### src/rtl/stat_pkg.sv
package stat_pkg;

  localparam int unsigned BYTE_W = 8;
  localparam int unsigned MAX_W  = 16;

  // Saturating increment of a value held in the low w bits of a 16-bit word
  function automatic logic [MAX_W-1:0] sat_step(input logic [MAX_W-1:0] v,
                                                input int unsigned w);
    logic [MAX_W:0] lim;
    lim = (17'd1 << w) - 17'd1;
    if (v == lim[MAX_W-1:0]) return v;
    return v + 16'd1;
  endfunction

  // Value a tally restarts from after a clearing read
  function automatic logic [MAX_W-1:0] restart_val(input logic missed);
    return missed ? 16'd1 : 16'd0;
  endfunction

endpackage

### src/rtl/stat_cnt.sv
module stat_cnt
  import stat_pkg::*;
#(
  parameter int unsigned W = 16
) (
  input  logic          clk,
  input  logic          rst_n,
  input  logic          ev,
  input  logic          rd,
  output logic [W-1:0]  cnt_o,
  output logic [7:0]    byte_o,
  output logic          frozen_o,
  output logic          pend_o,
  output logic          rd_hi_o,
  output logic          rd_lo_o
);

  logic [W-1:0] cnt_q;
  assign cnt_o = cnt_q;

  generate
    if (W > BYTE_W) begin : g_split
      logic        phase_q;
      logic        pend_q;
      logic [15:0] wide;

      assign wide     = 16'(cnt_q);
      assign rd_hi_o  = rd && !phase_q;
      assign rd_lo_o  = rd && phase_q;
      assign frozen_o = phase_q;
      assign pend_o   = pend_q;
      assign byte_o   = phase_q ? wide[7:0] : wide[15:8];

      always_ff @(posedge clk or negedge rst_n) begin
        if (!rst_n) begin
          cnt_q   <= '0;
          phase_q <= 1'b0;
          pend_q  <= 1'b0;
        end else if (rd_lo_o) begin
          cnt_q   <= W'(restart_val(pend_q || ev));
          phase_q <= 1'b0;
          pend_q  <= 1'b0;
        end else if (rd_hi_o) begin
          phase_q <= 1'b1;
          if (ev) pend_q <= 1'b1;
        end else if (phase_q) begin
          if (ev) pend_q <= 1'b1;
        end else if (ev) begin
          cnt_q <= W'(sat_step(16'(cnt_q), W));
        end
      end
    end else begin : g_single
      assign rd_hi_o  = 1'b0;
      assign rd_lo_o  = rd;
      assign frozen_o = 1'b0;
      assign pend_o   = 1'b0;
      assign byte_o   = 8'(cnt_q);

      always_ff @(posedge clk or negedge rst_n) begin
        if (!rst_n) begin
          cnt_q <= '0;
        end else if (rd) begin
          cnt_q <= W'(restart_val(ev));
        end else if (ev) begin
          cnt_q <= W'(sat_step(16'(cnt_q), W));
        end
      end
    end
  endgenerate

endmodule

### src/rtl/stat_rdmux.sv
module stat_rdmux #(
  parameter int unsigned N      = 3,
  parameter int unsigned ADDR_W = 2
) (
  input  logic                  clk,
  input  logic                  rst_n,
  input  logic                  rd_en,
  input  logic [ADDR_W-1:0]     rd_addr,
  input  logic [N-1:0][7:0]     bytes_i,
  output logic [N-1:0]          sel_o,
  output logic [7:0]            rd_data
);

  logic [7:0] pick;

  generate
    for (genvar i = 0; i < N; i++) begin : g_sel
      assign sel_o[i] = rd_en && (rd_addr == ADDR_W'(i));
    end
  endgenerate

  always_comb begin
    pick = 8'h00;
    for (int i = 0; i < N; i++) begin
      if (rd_addr == ADDR_W'(i)) pick = bytes_i[i];
    end
  end

  always_ff @(posedge clk or negedge rst_n) begin
    if (!rst_n)     rd_data <= 8'h00;
    else if (rd_en) rd_data <= pick;
  end

endmodule

### src/rtl/frame_err_stats.sv
module frame_err_stats #(
  parameter int unsigned CRC_W  = 16,
  parameter int unsigned RUNT_W = 16,
  parameter int unsigned BIG_W  = 8
) (
  input  logic       clk,
  input  logic       rst_n,
  input  logic       ev_crc,
  input  logic       ev_runt,
  input  logic       ev_big,
  input  logic       rd_en,
  input  logic [1:0] rd_addr,
  output logic [7:0] rd_data
);

  localparam int unsigned NCNT   = 3;
  localparam int unsigned ADDR_W = 2;

  logic [NCNT-1:0]      sel;
  logic [NCNT-1:0][7:0] bytes;

  logic [CRC_W-1:0]  crc_cnt;
  logic              crc_frozen, crc_pend, crc_rd_hi, crc_rd_lo;
  logic [RUNT_W-1:0] runt_cnt;
  logic              runt_frozen, runt_pend, runt_rd_hi, runt_rd_lo;
  logic [BIG_W-1:0]  big_cnt;
  logic              big_frozen, big_pend, big_rd_hi, big_rd_lo;

  stat_cnt #(.W(CRC_W)) u_crc (
    .clk(clk), .rst_n(rst_n), .ev(ev_crc), .rd(sel[0]),
    .cnt_o(crc_cnt), .byte_o(bytes[0]), .frozen_o(crc_frozen),
    .pend_o(crc_pend), .rd_hi_o(crc_rd_hi), .rd_lo_o(crc_rd_lo)
  );

  stat_cnt #(.W(RUNT_W)) u_runt (
    .clk(clk), .rst_n(rst_n), .ev(ev_runt), .rd(sel[1]),
    .cnt_o(runt_cnt), .byte_o(bytes[1]), .frozen_o(runt_frozen),
    .pend_o(runt_pend), .rd_hi_o(runt_rd_hi), .rd_lo_o(runt_rd_lo)
  );

  stat_cnt #(.W(BIG_W)) u_big (
    .clk(clk), .rst_n(rst_n), .ev(ev_big), .rd(sel[2]),
    .cnt_o(big_cnt), .byte_o(bytes[2]), .frozen_o(big_frozen),
    .pend_o(big_pend), .rd_hi_o(big_rd_hi), .rd_lo_o(big_rd_lo)
  );

  stat_rdmux #(.N(NCNT), .ADDR_W(ADDR_W)) u_mux (
    .clk(clk), .rst_n(rst_n), .rd_en(rd_en), .rd_addr(rd_addr),
    .bytes_i(bytes), .sel_o(sel), .rd_data(rd_data)
  );

endmodule

### config.mk
export PLATFORM = sky130hd
export DESIGN_NAME = frame_err_stats
export DESIGN_NICKNAME = d
export VERILOG_FILES = /design/src/rtl/stat_pkg.sv /design/src/rtl/stat_cnt.sv /design/src/rtl/stat_rdmux.sv /design/src/rtl/frame_err_stats.sv
export SDC_FILE = /design/constraint.sdc
export NUM_CORES = 1
export LEC_CHECK = 0
export BUFFER_PORTS_ARGS = -buffer_cell sky130_fd_sc_hd__buf_2
export CORE_MARGIN = 10
export CORE_UTILIZATION = 45
export CTS_BUF_LIST = sky130_fd_sc_hd__clkbuf_8
export CTS_CLUSTER_DIAMETER = 30
export CTS_CLUSTER_SIZE = 40
export DETAILED_ROUTE_END_ITERATION = 6
export PLACE_DENSITY = 0.7
export SLEW_MARGIN = 20
export SYNTH_ARGS = -nofsm -noshare
export SYNTH_HDL_FRONTEND = slang
export SYNTH_SLANG_ARGS = --single-unit
export TNS_END_PERCENT = 100
### constraint.sdc
create_clock -name clk -period 3.3 [get_ports clk]
set_input_delay 0.495 -clock clk [delete_from_list [all_inputs] [get_ports clk]]
set_output_delay 0.495 -clock clk [all_outputs]
set_load 0.01 [all_outputs]
; Word-level counts from Yosys, hierarchy flattened
; Cells that the tools add are included.
[word_totals]
out_inout_bits = 8
inputBits = 8
word_cells = 91
regBits = 52
[classes]
eq_ne = 12
addsub = 3
mux = 46
n_reduce_logical = 22
[op_table]
columns = op, n
row1 = 16-bit 2-to-1 mux, 10
row2 = 8-bit 2-to-1 mux, 8
row3 = 16-bit by 1-bit adder with 16-bit output (second input constant), 2
row4 = 16-bit equality test (second input constant), 2
row5 = 1-bit 2-to-1 mux, 28
row6 = 2-bit nonzero test, 5
row7 = 3-bit inequality test (second input constant), 3
row8 = 8-bit by 1-bit adder with 8-bit output (second input constant), 1
row9 = 8-bit equality test (second input constant), 1
row10 = 4-bit AND reduction, 2
row11 = 1-bit logical AND, 7
row12 = 3-bit nonzero test, 2
row13 = 2-bit by 1-bit inequality test with 1-bit output (second input constant), 2
row14 = 2-bit inequality test (second input constant), 2
row15 = 2-bit by 1-bit equality test with 1-bit output (second input constant), 1
row16 = 2-bit equality test (second input constant), 1
row17 = 1-bit logical NOT, 2
row18 = 2-bit logical NOT, 1
row19 = 1-bit logical OR, 2
row20 = 2-bit AND reduction, 1

; Longest topological paths before layout
; Gate-level depths: netlist of the first run.
[logic_depth]
depth_word = 11
ltp_mapped = 10
ltp_nobuf = 7

; By module
; A second synthesis of the first run with hierarchy kept.
[unflattened]
hier_cells = 365
area_unflattened_um2 = 3429.5
[by_module_without_submodules]
columns = module, area_each_um2, cells_each, instances, seq_area_each_um2
row1 = stat_cnt at u_crc ..., 1127.3, 125, 2, 450.4
row2 = stat_rdmux, 589.3, 51, 1, 200.2
row3 = stat_cnt at u_big, 585.6, 64, 1, 200.2

; Worst setup path before layout of the first run
; No wires, ideal clock.
[synth_path]
kind = input -> register
startpoint = input rd_addr[1]
endpoint = register u_runt.cnt_q[12], in the netlist u_runt.cnt_o[12]
stages = 9
arrival_ns = 2.591
n_path_buf = 2
setup_ns = 0.133
slack_ns = 0.575
t_required_ns = 3.167
path_cell_list = clkbuf_1 > clkbuf_1 > and3b_1 > ha_1 > nand2_1 > nor3_1 > a311oi_1 > a41oi_1 > o21ai_0
[synth_via]
elab_chain_len = 5
word_cells_on_any_way = 10
classes_between = 4 x eq/ne / 1 x mux / 5 x reduce/logical
[synth_lines]
columns = element, line
row1 = start: declaration, frame_err_stats.sv:12  ; input logic [1:0] rd_addr,
row2 = 2-bit by 1-bit equality test with 1-bit output (*), stat_rdmux.sv:18  ; assign sel_o[i] = rd_en && (rd_addr == ADDR_W'(i));
row3 = 1-bit logical AND (*), stat_rdmux.sv:18
row4 = 1-bit logical AND (on tied branches), "stat_cnt.sv:29, stat_cnt.sv:28"
row5 = "3-bit inequality test (no line), or another cell as far along", --
row6 = 4-bit AND reduction (no line), --
row7 = end signal: assignment, stat_cnt.sv:40  ; cnt_q <= W'(restart_val(pend_q || ev));
row8 = end signal: assignment, stat_cnt.sv:49  ; cnt_q <= W'(sat_step(16'(cnt_q), W));
row9 = end: declaration, stat_cnt.sv:18  ; logic [W-1:0] cnt_q;
; Every way passes the cells marked *; elsewhere a longest branch is shown, timed or not.
; A chain may end at the register's enable or synchronous reset.

; Worst setup path after layout of the first run
[layout_path]
startpoint = register u_crc.g_split.phase_q, in the netlist u_crc.frozen_o
endpoint = register u_crc.cnt_q[11], in the netlist u_crc.cnt_o[11]
[layout_via]
elab_chain_len = 4
word_cells_on_any_way = 9
classes_between = 3 x eq/ne / 1 x mux / 5 x reduce/logical
[layout_lines]
columns = element, line
row1 = start: declaration, stat_cnt.sv:23  ; logic phase_q;
row2 = start signal: assignment, stat_cnt.sv:37  ; phase_q <= 1'b0;
row3 = start signal: assignment, stat_cnt.sv:41  ; phase_q <= 1'b0;
row4 = start signal: assignment, stat_cnt.sv:44  ; phase_q <= 1'b1;
row5 = 1-bit logical NOT, stat_cnt.sv:28  ; assign rd_hi_o = rd && !phase_q;
row6 = 1-bit logical AND, stat_cnt.sv:28
row7 = 2-bit by 1-bit inequality test with 1-bit output (no line), --
row8 = 4-bit AND reduction (no line), --
row9 = end signal: assignment, stat_cnt.sv:40
row10 = end signal: assignment, stat_cnt.sv:49
row11 = end: declaration, stat_cnt.sv:18
; Parallel ways exist; a longest one is shown, timed or not.

==> results of run 1 <==
## critical path, delay by kind of cell (launching register included)
family / cells / cell delay [ps]
flip-flops: 1 / 660
buffers and inverters: 1 / 120
adder cells (fa/ha/maj): 1 / 520
AND/OR/NAND/NOR: 3 / 900
AO/OA/AOI/OAI: 2 / 410
## cell type report
type / instances / area (sq um) / share of cell area
inverters: 19 / 71.32 / 0.02039
repair buffers: 21 / 120.1 / 0.03435
flip-flops and latches: 52 / 1301 / 0.3721
clock inverters: 2 / 11.26 / 0.003220
well taps: 99 / 123.9 / 0.03542
clock buffers: 6 / 82.58 / 0.02361
multi-input cells: 273 / 1787 / 0.5109
## stage by stage
step / instance area, sq um / utilization / setup WS, ps / hold WS (ps)
floorplan: 3269 / - / 575.2 / 199.4
global placement: 3403 / 0.4743 / 622.1 / 458.5
detailed placement: 3403 / 0.4743 / 500.4 / 470.7
CTS: 3497 / 0.4874 / 656.7 / 226.3
global route: 3497 / 0.4874 / 458.5 / 248.9
finish: 3497 / 0.4874 / 620.9 / 204.4
## registers in the layout, summed over array words and instances, names as in the netlist
name             cells
u_big.byte_o         8
u_crc.pend_o         1
u_crc.cnt_o         16
u_runt.frozen_o      1
u_mux.rd_data        8
u_runt.cnt_o        16
u_runt.pend_o        1
u_crc.frozen_o       1
## cell usage in the layout, fill, tap and decap left out, types with 6 or more instances in the layout
| cell | instances |
|---|---|
| nor3_1 | 8 |
| mux2i_1 | 19 |
| o211ai_1 | 11 |
| buf_4 | 6 |
| nand3_1 | 29 |
| and3_1 | 6 |
| a21oi_1 | 21 |
| dfrtp_1 | 52 |
| clkbuf_8 | 6 |
| inv_1 | 20 |
| o221ai_1 | 8 |
| nand2_1 | 29 |
| a31oi_1 | 6 |
| nor2_1 | 33 |
| buf_2 | 15 |
| o21a_1 | 8 |
| ha_1 | 9 |
| o21ai_0 | 14 |
| nand4_1 | 7 |
## worst max path at each step
| stage | startpoint | end | slack, ps | cells past startpoint |
|---|---|---|---|---|
| after floorplan | rd_addr[1] | u_runt.cnt_o[12] | 580 | 9 |
| after global placement | rd_addr[1] | u_crc.cnt_o[9] | 620 | 8 |
| after detailed placement | rd_addr[1] | u_crc.cnt_o[11] | 500 | 8 |
| after CTS | u_crc.frozen_o | u_crc.cnt_o[11] | 660 | 7 |
| after global routing | u_crc.frozen_o | u_crc.cnt_o[11] | 460 | 7 |
| final | u_crc.frozen_o | u_crc.cnt_o[11] | 620 | 7 |
## layer usage
layer,track usage,share of wire
met1,0.1702,0.44
met2,0.2289,0.49
met3,0.02741,0.053
met4,0.04706,0.018
met5,0,0
## kinds of logic (layout without fill, tap and decap cells)
| family | Yosys count | after routing | synth area share |
|---|---|---|---|
| AND/OR/NAND/NOR | 141 | 141 | 0.2296 |
| AO/OA/AOI/OAI | 98 | 98 | 0.2082 |
| flip-flops | 52 | 52 | 0.3980 |
| buffers and inverters | 42 | 48 | 0.05549 |
| multiplexers | 19 | 19 | 0.05817 |
| adder cells (fa/ha/maj) | 9 | 9 | 0.03444 |
| XOR/XNOR | 6 | 6 | 0.01607 |
## power by group through the flow
| stage | Sequential (mW) | Combinational (mW) | Clock [mW] |
|---|---|---|---|
| finish | 0.986 | 0.667 | 0.385 |
| global route | 1.02 | 0.748 | 0.420 |
| CTS | 0.985 | 0.666 | 0.402 |
| detailed placement | 0.998 | 0.660 | 0 |
| global placement | 0.993 | 0.647 | 0 |
| floorplan | 0.904 | 0.545 | 0 |
==> impl_metrics.py, run 1 <==
metrics = {
    "setup_path": {
        "timing.critical_path.arrival_ps": 2930,
        "crit_path_max_incr_delay_ps": 660,
        "worst_path_cell_trace": "inv_1 -> ha_1 -> nand3_1 -> or3b_1 -> a21oi_1 -> nor4b_1 -> a21o_1",
        "worst-setup-path-type": "reg2reg",
        "kind_of_start_point_of_the_critical_path": "register",
        "timing.critical_path.slowest_stage_cell": "dfrtp_1",
        "required_time_reported_for_the_critical_path_endpoint_ps": 3560,
        "r2r-start": "u_crc.frozen_o",
        "reg2reg_to": "u_crc.cnt_o[11]",
        "reg2reg_setup_slack_ps": 620,
        "rr_worst_depth": 7,
        "top_fanout_value_on_the_critical_path": 11,
        "timing.critical_path.to_type": "register",
    },
    "timing": {
        "timing.final.crit_share": 0.8119,
        "max_freq_ghz": 0.3733,
        "rsz0062_at_grt": "false",
        "timing.clock.skew_ps": 12.88,
        "setup-violations-final": 0,
        "worst_slew_margin_rel": 0.5599,
        "setup-tns-final_ps": 0,
        "finalHoldViolations": 0,
        "tightestPinTransition_ps": 660.1,
        "fin_crit_ps": 2679,
        "timing_max_transition_violations_final": 0,
    },
    "global_routing": {
        "grt_first_pass_wirelength_mm": 12.83,
        "grt_antenna_before_repair": 0,
        "globalRouteOverflowTotal": 0,
        "grt_max_degree": 30,
        "via_count_of_the_first_global_routing_pass": 2679,
        "grt_usage": 0.1363,
    },
    "synth": {
        "syn-num-nets": 384,
        "summed_instance_area_of_the_synthesized_netlist_sq_mm": 0.003269,
        "synth.avg_cell_area_sq_um": 8.908,
        "post-synth-top-area-cell": "dfrtp_1",
        "yosys_most_used_dff": "dfrtp_1",
        "netlist-cell-type-count": 56,
        "synth_largest_type_area_fraction": 0.3980,
        "post_synth_main_area_contributors": "dfrtp_1, mux2i_1, nand3_1, nor2_1, ha_1",
        "number_of_flops_mapped_to_enable_cells_by_yosys": 0,
        "most_numerous_cell_in_the_yosys_netlist": "dfrtp_1",
        "synth-async-reset-ratio": 1.000,
        "synth.top_cells.by_count": "dfrtp_1, nor2_1, nand2_1, nand3_1, a21oi_1",
        "ys.warnings.count": 0,
        "synth_seq_area_share": 0.3980,
        "ys_seq_elements": 52,
        "post_synth_inst_count": 367,
    },
    "power": {
        "comb_power_share": 0.328,
        "internal_power_mw": 1.226,
        "total_switching_power_mw": 0.8116,
        "clockPowerShare": 0.189,
        "switching_share": 0.3983,
        "peak_supply_drop_v": 0.0001964,
        "total_leakage_power_nw": 1.497,
        "power_frac_seq": 0.484,
        "finalPower_mw": 2.038,
        "power_density_mw_per_mm2": 582.7,
    },
    "clocking": {
        "clockRootBuffer": "clkbuf_8",
        "htreeDepth": 2,
        "cts_hold_buffers": 0,
        "clockBufferDepth": 2,
        "numClockSinks": 52,
        "cts_inserted_buffers": 5,
        "cts_resized": 0,
        "worst_setup_hold_path_clk_slew_ps": 100,
        "cts_setup_buffers": 0,
        "cts_tree": "done",
        "clkLatencyLatePin_ps": 310,
    },
    "finish": {
        "final_net_count": 389,
        "post_layout_nonfiller_instances": 472,
        "post_route_cells_drive_above_1_share": 0.1072,
        "fillCellCount": 664,
        "insertedDiodeCount": 0,
        "area_growth_pct": 6.965,
    },
    "routing": {
        "drt_first_iter_violations": 163,
        "vias": 2844,
        "detail_route.first_pass.iterations": 4,
        "drc": 0,
        "total_wirelength_of_the_detailed_routed_design_mm": 7.464,
        "route.antenna.remaining_nets": 0,
        "route.detailed.wl_per_inst_microns": 15.81,
        "avgViaCountPerCell": 6.025,
    },
    "placement": {
        "placement.io_buffers": 15,
        "routabilityCongestion": 0.9020,
        "hpwl_after_detailed_placement_mm": 5.488,
        "post_placement_cell_count": 464,
    },
    "floorplanning": {
        "num_io_pins": 16,
        "core_sq_mm": 0.007176,
        "die_height_microns": 105.2,
        "floorplan_die_area_sq_mm": 0.01107,
        "initial_core_util": 0.4556,
        "die_w_microns": 105.2,
        "num_rows": 31,
    },
    "run": {
        "timing.max_cap.violations": 0,
    },
    "worst_hold_path": {
        "hp-class": "in2async",
    },
    "run_status": {
        "status": "finished, final reports clean",
    },
}
No activity file was read; power rests on OpenSTA's default activity.
==> run 2: changes to the inputs <==
--- a/config.mk
+++ b/config.mk
@@ -5,6 +5,7 @@
 export SDC_FILE = /design/constraint.sdc
 export NUM_CORES = 1
 export LEC_CHECK = 0
+export ABC_AREA = 1
 export BUFFER_PORTS_ARGS = -buffer_cell sky130_fd_sc_hd__buf_2
 export CORE_MARGIN = 10
 export CORE_UTILIZATION = 45
@@ -12,7 +13,7 @@
 export CTS_CLUSTER_DIAMETER = 30
 export CTS_CLUSTER_SIZE = 40
 export DETAILED_ROUTE_END_ITERATION = 6
-export PLACE_DENSITY = 0.7
+export PLACE_DENSITY = 0.72
 export SLEW_MARGIN = 20
 export SYNTH_ARGS = -nofsm -noshare
 export SYNTH_HDL_FRONTEND = slang
==> constraint.sdc (replaced) <==
create_clock -name clk -period 2.2 [get_ports clk]
set_input_delay 0.33 -clock clk [delete_from_list [all_inputs] [get_ports clk]]
set_output_delay 0.33 -clock clk [all_outputs]
set_load 0.01 [all_outputs]
==> run 2 against run 1 <==
Compared with the run above: die area up 3.0%; cell area up 4.7%; power up 39%; largest power group unchanged; sequential power up 39%; sequential share of layout area down 1.7 points.
==> impl_metrics.py, run 2 <==
metrics = {
    "run_status": {
        "status": "finished, final reports clean",
    },
    "setup_path": {
        "required_time_reported_for_the_critical_path_endpoint_ps": 2450,
        "crit_path_max_incr_delay_ps": 550,
        "path_delay_family": "flip-flops",
        "path_common_cell": "nand2_1",
        "worst_path_cell_trace": "clkinv_1 -> ha_1 -> nand3_2 -> inv_1 -> nand2_1 -> nand2_1",
        "top_fanout_value_on_the_critical_path": 29,
        "worst-setup-path-type": "reg2reg",
        "timing.critical_path.arrival_ps": 2130,
        "cp_num_buf_inv": 2,
        "kind_of_start_point_of_the_critical_path": "register",
        "timing.critical_path.slowest_stage_cell": "dfrtp_1",
        "timing.critical_path.to_type": "register",
    },
    "clocking": {
        "numClockSinks": 52,
        "cts_inserted_buffers": 5,
        "cts_setup_buffers": 0,
        "clockRootBuffer": "clkbuf_8",
        "clockBufferDepth": 2,
        "cts_tree": "done",
        "clkLatencyLatePin_ps": 310,
        "cts_resized": 0,
        "htreeDepth": 2,
        "cts_hold_buffers": 0,
        "worst_setup_hold_path_clk_slew_ps": 100,
    },
    "floorplanning": {
        "num_rows": 31,
        "core_sq_mm": 0.007292,
        "die_w_microns": 106.8,
        "die_height_microns": 106.8,
        "initial_core_util": 0.4652,
        "num_io_pins": 16,
        "floorplan_die_area_sq_mm": 0.01141,
    },
    "run": {
        "timing.max_cap.violations": 0,
    },
    "routing": {
        "detail_route.first_pass.iterations": 5,
        "drc": 0,
        "route.detailed.wl_per_inst_microns": 12.75,
        "route.antenna.remaining_nets": 0,
        "vias": 3153,
        "avgViaCountPerCell": 5.094,
        "drt_first_iter_violations": 167,
        "total_wirelength_of_the_detailed_routed_design_mm": 7.892,
    },
    "timing": {
        "rsz0062_at_grt": "false",
        "tightestPinTransition_ps": 660.5,
        "hold_ws_ps": 38.46,
        "fin_crit_ps": 1880,
        "worst_slew_margin_rel": 0.5597,
        "max_freq_ghz": 0.5318,
        "timing.clock.skew_ps": 11.06,
        "timing.final.crit_share": 0.8548,
        "setup-violations-final": 0,
        "setup-tns-final_ps": 0,
        "finalHoldViolations": 0,
        "timing_max_transition_violations_final": 0,
    },
    "placement": {
        "post_placement_cell_count": 611,
        "hpwl_after_detailed_placement_mm": 5.961,
        "routabilityCongestion": 0.9167,
        "placement.io_buffers": 15,
    },
    "finish": {
        "post_layout_nonfiller_instances": 619,
        "fillCellCount": 758,
        "post_route_cells_drive_above_1_share": 0.09615,
        "insertedDiodeCount": 0,
        "area_growth_pct": 7.931,
        "area.sequential_sq_mm": 0.001301,
        "final_net_count": 536,
        "mostFrequentLayoutCell": "nand2_1",
        "combined_area_of_the_multi_input_logic_cells_sq_mm": 0.001764,
        "top_library_cells_by_usage_in_the_layout_fill_and_taps_aside": "nand2_1, inv_1, nor2_1, o21ai_0, dfrtp_1",
    },
    "global_routing": {
        "grt_antenna_before_repair": 0,
        "via_count_of_the_first_global_routing_pass": 2923,
        "grt_max_degree": 32,
        "globalRouteOverflowTotal": 0,
        "grt_first_pass_wirelength_mm": 13.65,
        "grt_usage": 0.1428,
    },
    "synth": {
        "synth_largest_type_area_fraction": 0.3836,
        "ys_seq_elements": 52,
        "ys.warnings.count": 0,
        "synth.top_cells.by_count": "nand2_1, inv_1, nor2_1, o21ai_0, dfrtp_1",
        "most_numerous_cell_in_the_yosys_netlist": "nand2_1",
        "post_synth_main_area_contributors": "dfrtp_1, nand2_1, o21ai_0, inv_1, nor2_1",
        "summed_instance_area_of_the_synthesized_netlist_sq_mm": 0.003392,
        "post_synth_inst_count": 502,
        "synth-async-reset-ratio": 1.000,
        "number_of_flops_mapped_to_enable_cells_by_yosys": 0,
        "netlist-cell-type-count": 27,
        "synth.avg_cell_area_sq_um": 6.757,
        "syn-num-nets": 519,
        "post-synth-top-area-cell": "dfrtp_1",
        "yosys_most_used_dff": "dfrtp_1",
        "synth_seq_area_share": 0.3836,
    },
    "power": {
        "power_density_mw_per_mm2": 773.7,
        "peak_supply_drop_v": 0.0005610,
        "finalPower_mw": 2.832,
        "total_leakage_power_nw": 1.786,
    },
    "worst_hold_path": {
        "hp-class": "in2async",
    },
}
==> run 2: worst paths after layout <==
kind	from	to	slack [ps]	cells past startpoint
max	u_crc.frozen_o	u_crc.cnt_o[10]	320	6
min reg2reg	u_mux.rd_data[4]	u_mux.rd_data[4]	500	2
max reg2reg	u_crc.frozen_o	u_crc.cnt_o[10]	320	6
min	rst_n	u_runt.cnt_o[6]	40	1
max in group asynchronous	rst_n	u_crc.cnt_o[1]	1440	2
min in group clk	ev_big	u_big.byte_o[2]	310	3
==> run 2: kinds of logic after synthesis <==
logic type               count (synthesis)  share of synthesized area
AO/OA/AOI/OAI                           93                     0.1453
buffers and inverters                   76                    0.09627
AND/OR/NAND/NOR                        269                     0.3338
XOR/XNOR                                 3                   0.007748
flip-flops                              52                     0.3836
adder cells (fa/ha/maj)                  9                    0.03320
==> run 2: power by group <==
group          switching, mW  leakage (nW)  total [mW]  internal (mW)
clock                  0.337        0.0404       0.563          0.226
sequential             0.228         0.686        1.37           1.14
combinational          0.565          1.06       0.900          0.335
==> run 2: metal layers <==
metal	vias up	GRT usage	routed length [microns]
li1	1646	-	-
met1	1420	0.1879	3667
met2	79	0.2313	3752
met3	8	0.02934	382
met4	0	0.04062	89
met5	-	0	0
==> run 2: metrics by stage <==
step,setup slack [ps],instance area [sq um],utilization
finish,319.5,3661,0.5021
global route,120.1,3661,0.5021
CTS,308.5,3661,0.5021
detailed placement,175.8,3568,0.4894
global placement,277.1,3568,0.4894
floorplan,305.0,3392,-
==> run 2: worst register-to-register path, stage by stage, from the launching register on <==
cell	delay (ps)
dfrtp_1	550
clkinv_1	150
ha_1	310
nand3_2	400
inv_1	270
nand2_1	90
nand2_1	60
==> run 2: layout make-up <==
cell class | count | share of cell area
multi-input combinational | 374 | 0.4819
sequential | 52 | 0.3554
inverter | 61 | 0.06254
timing repair buffer | 25 | 0.04101
tap | 99 | 0.03383
clock buffer | 5 | 0.01880
clock inverter | 3 | 0.006494
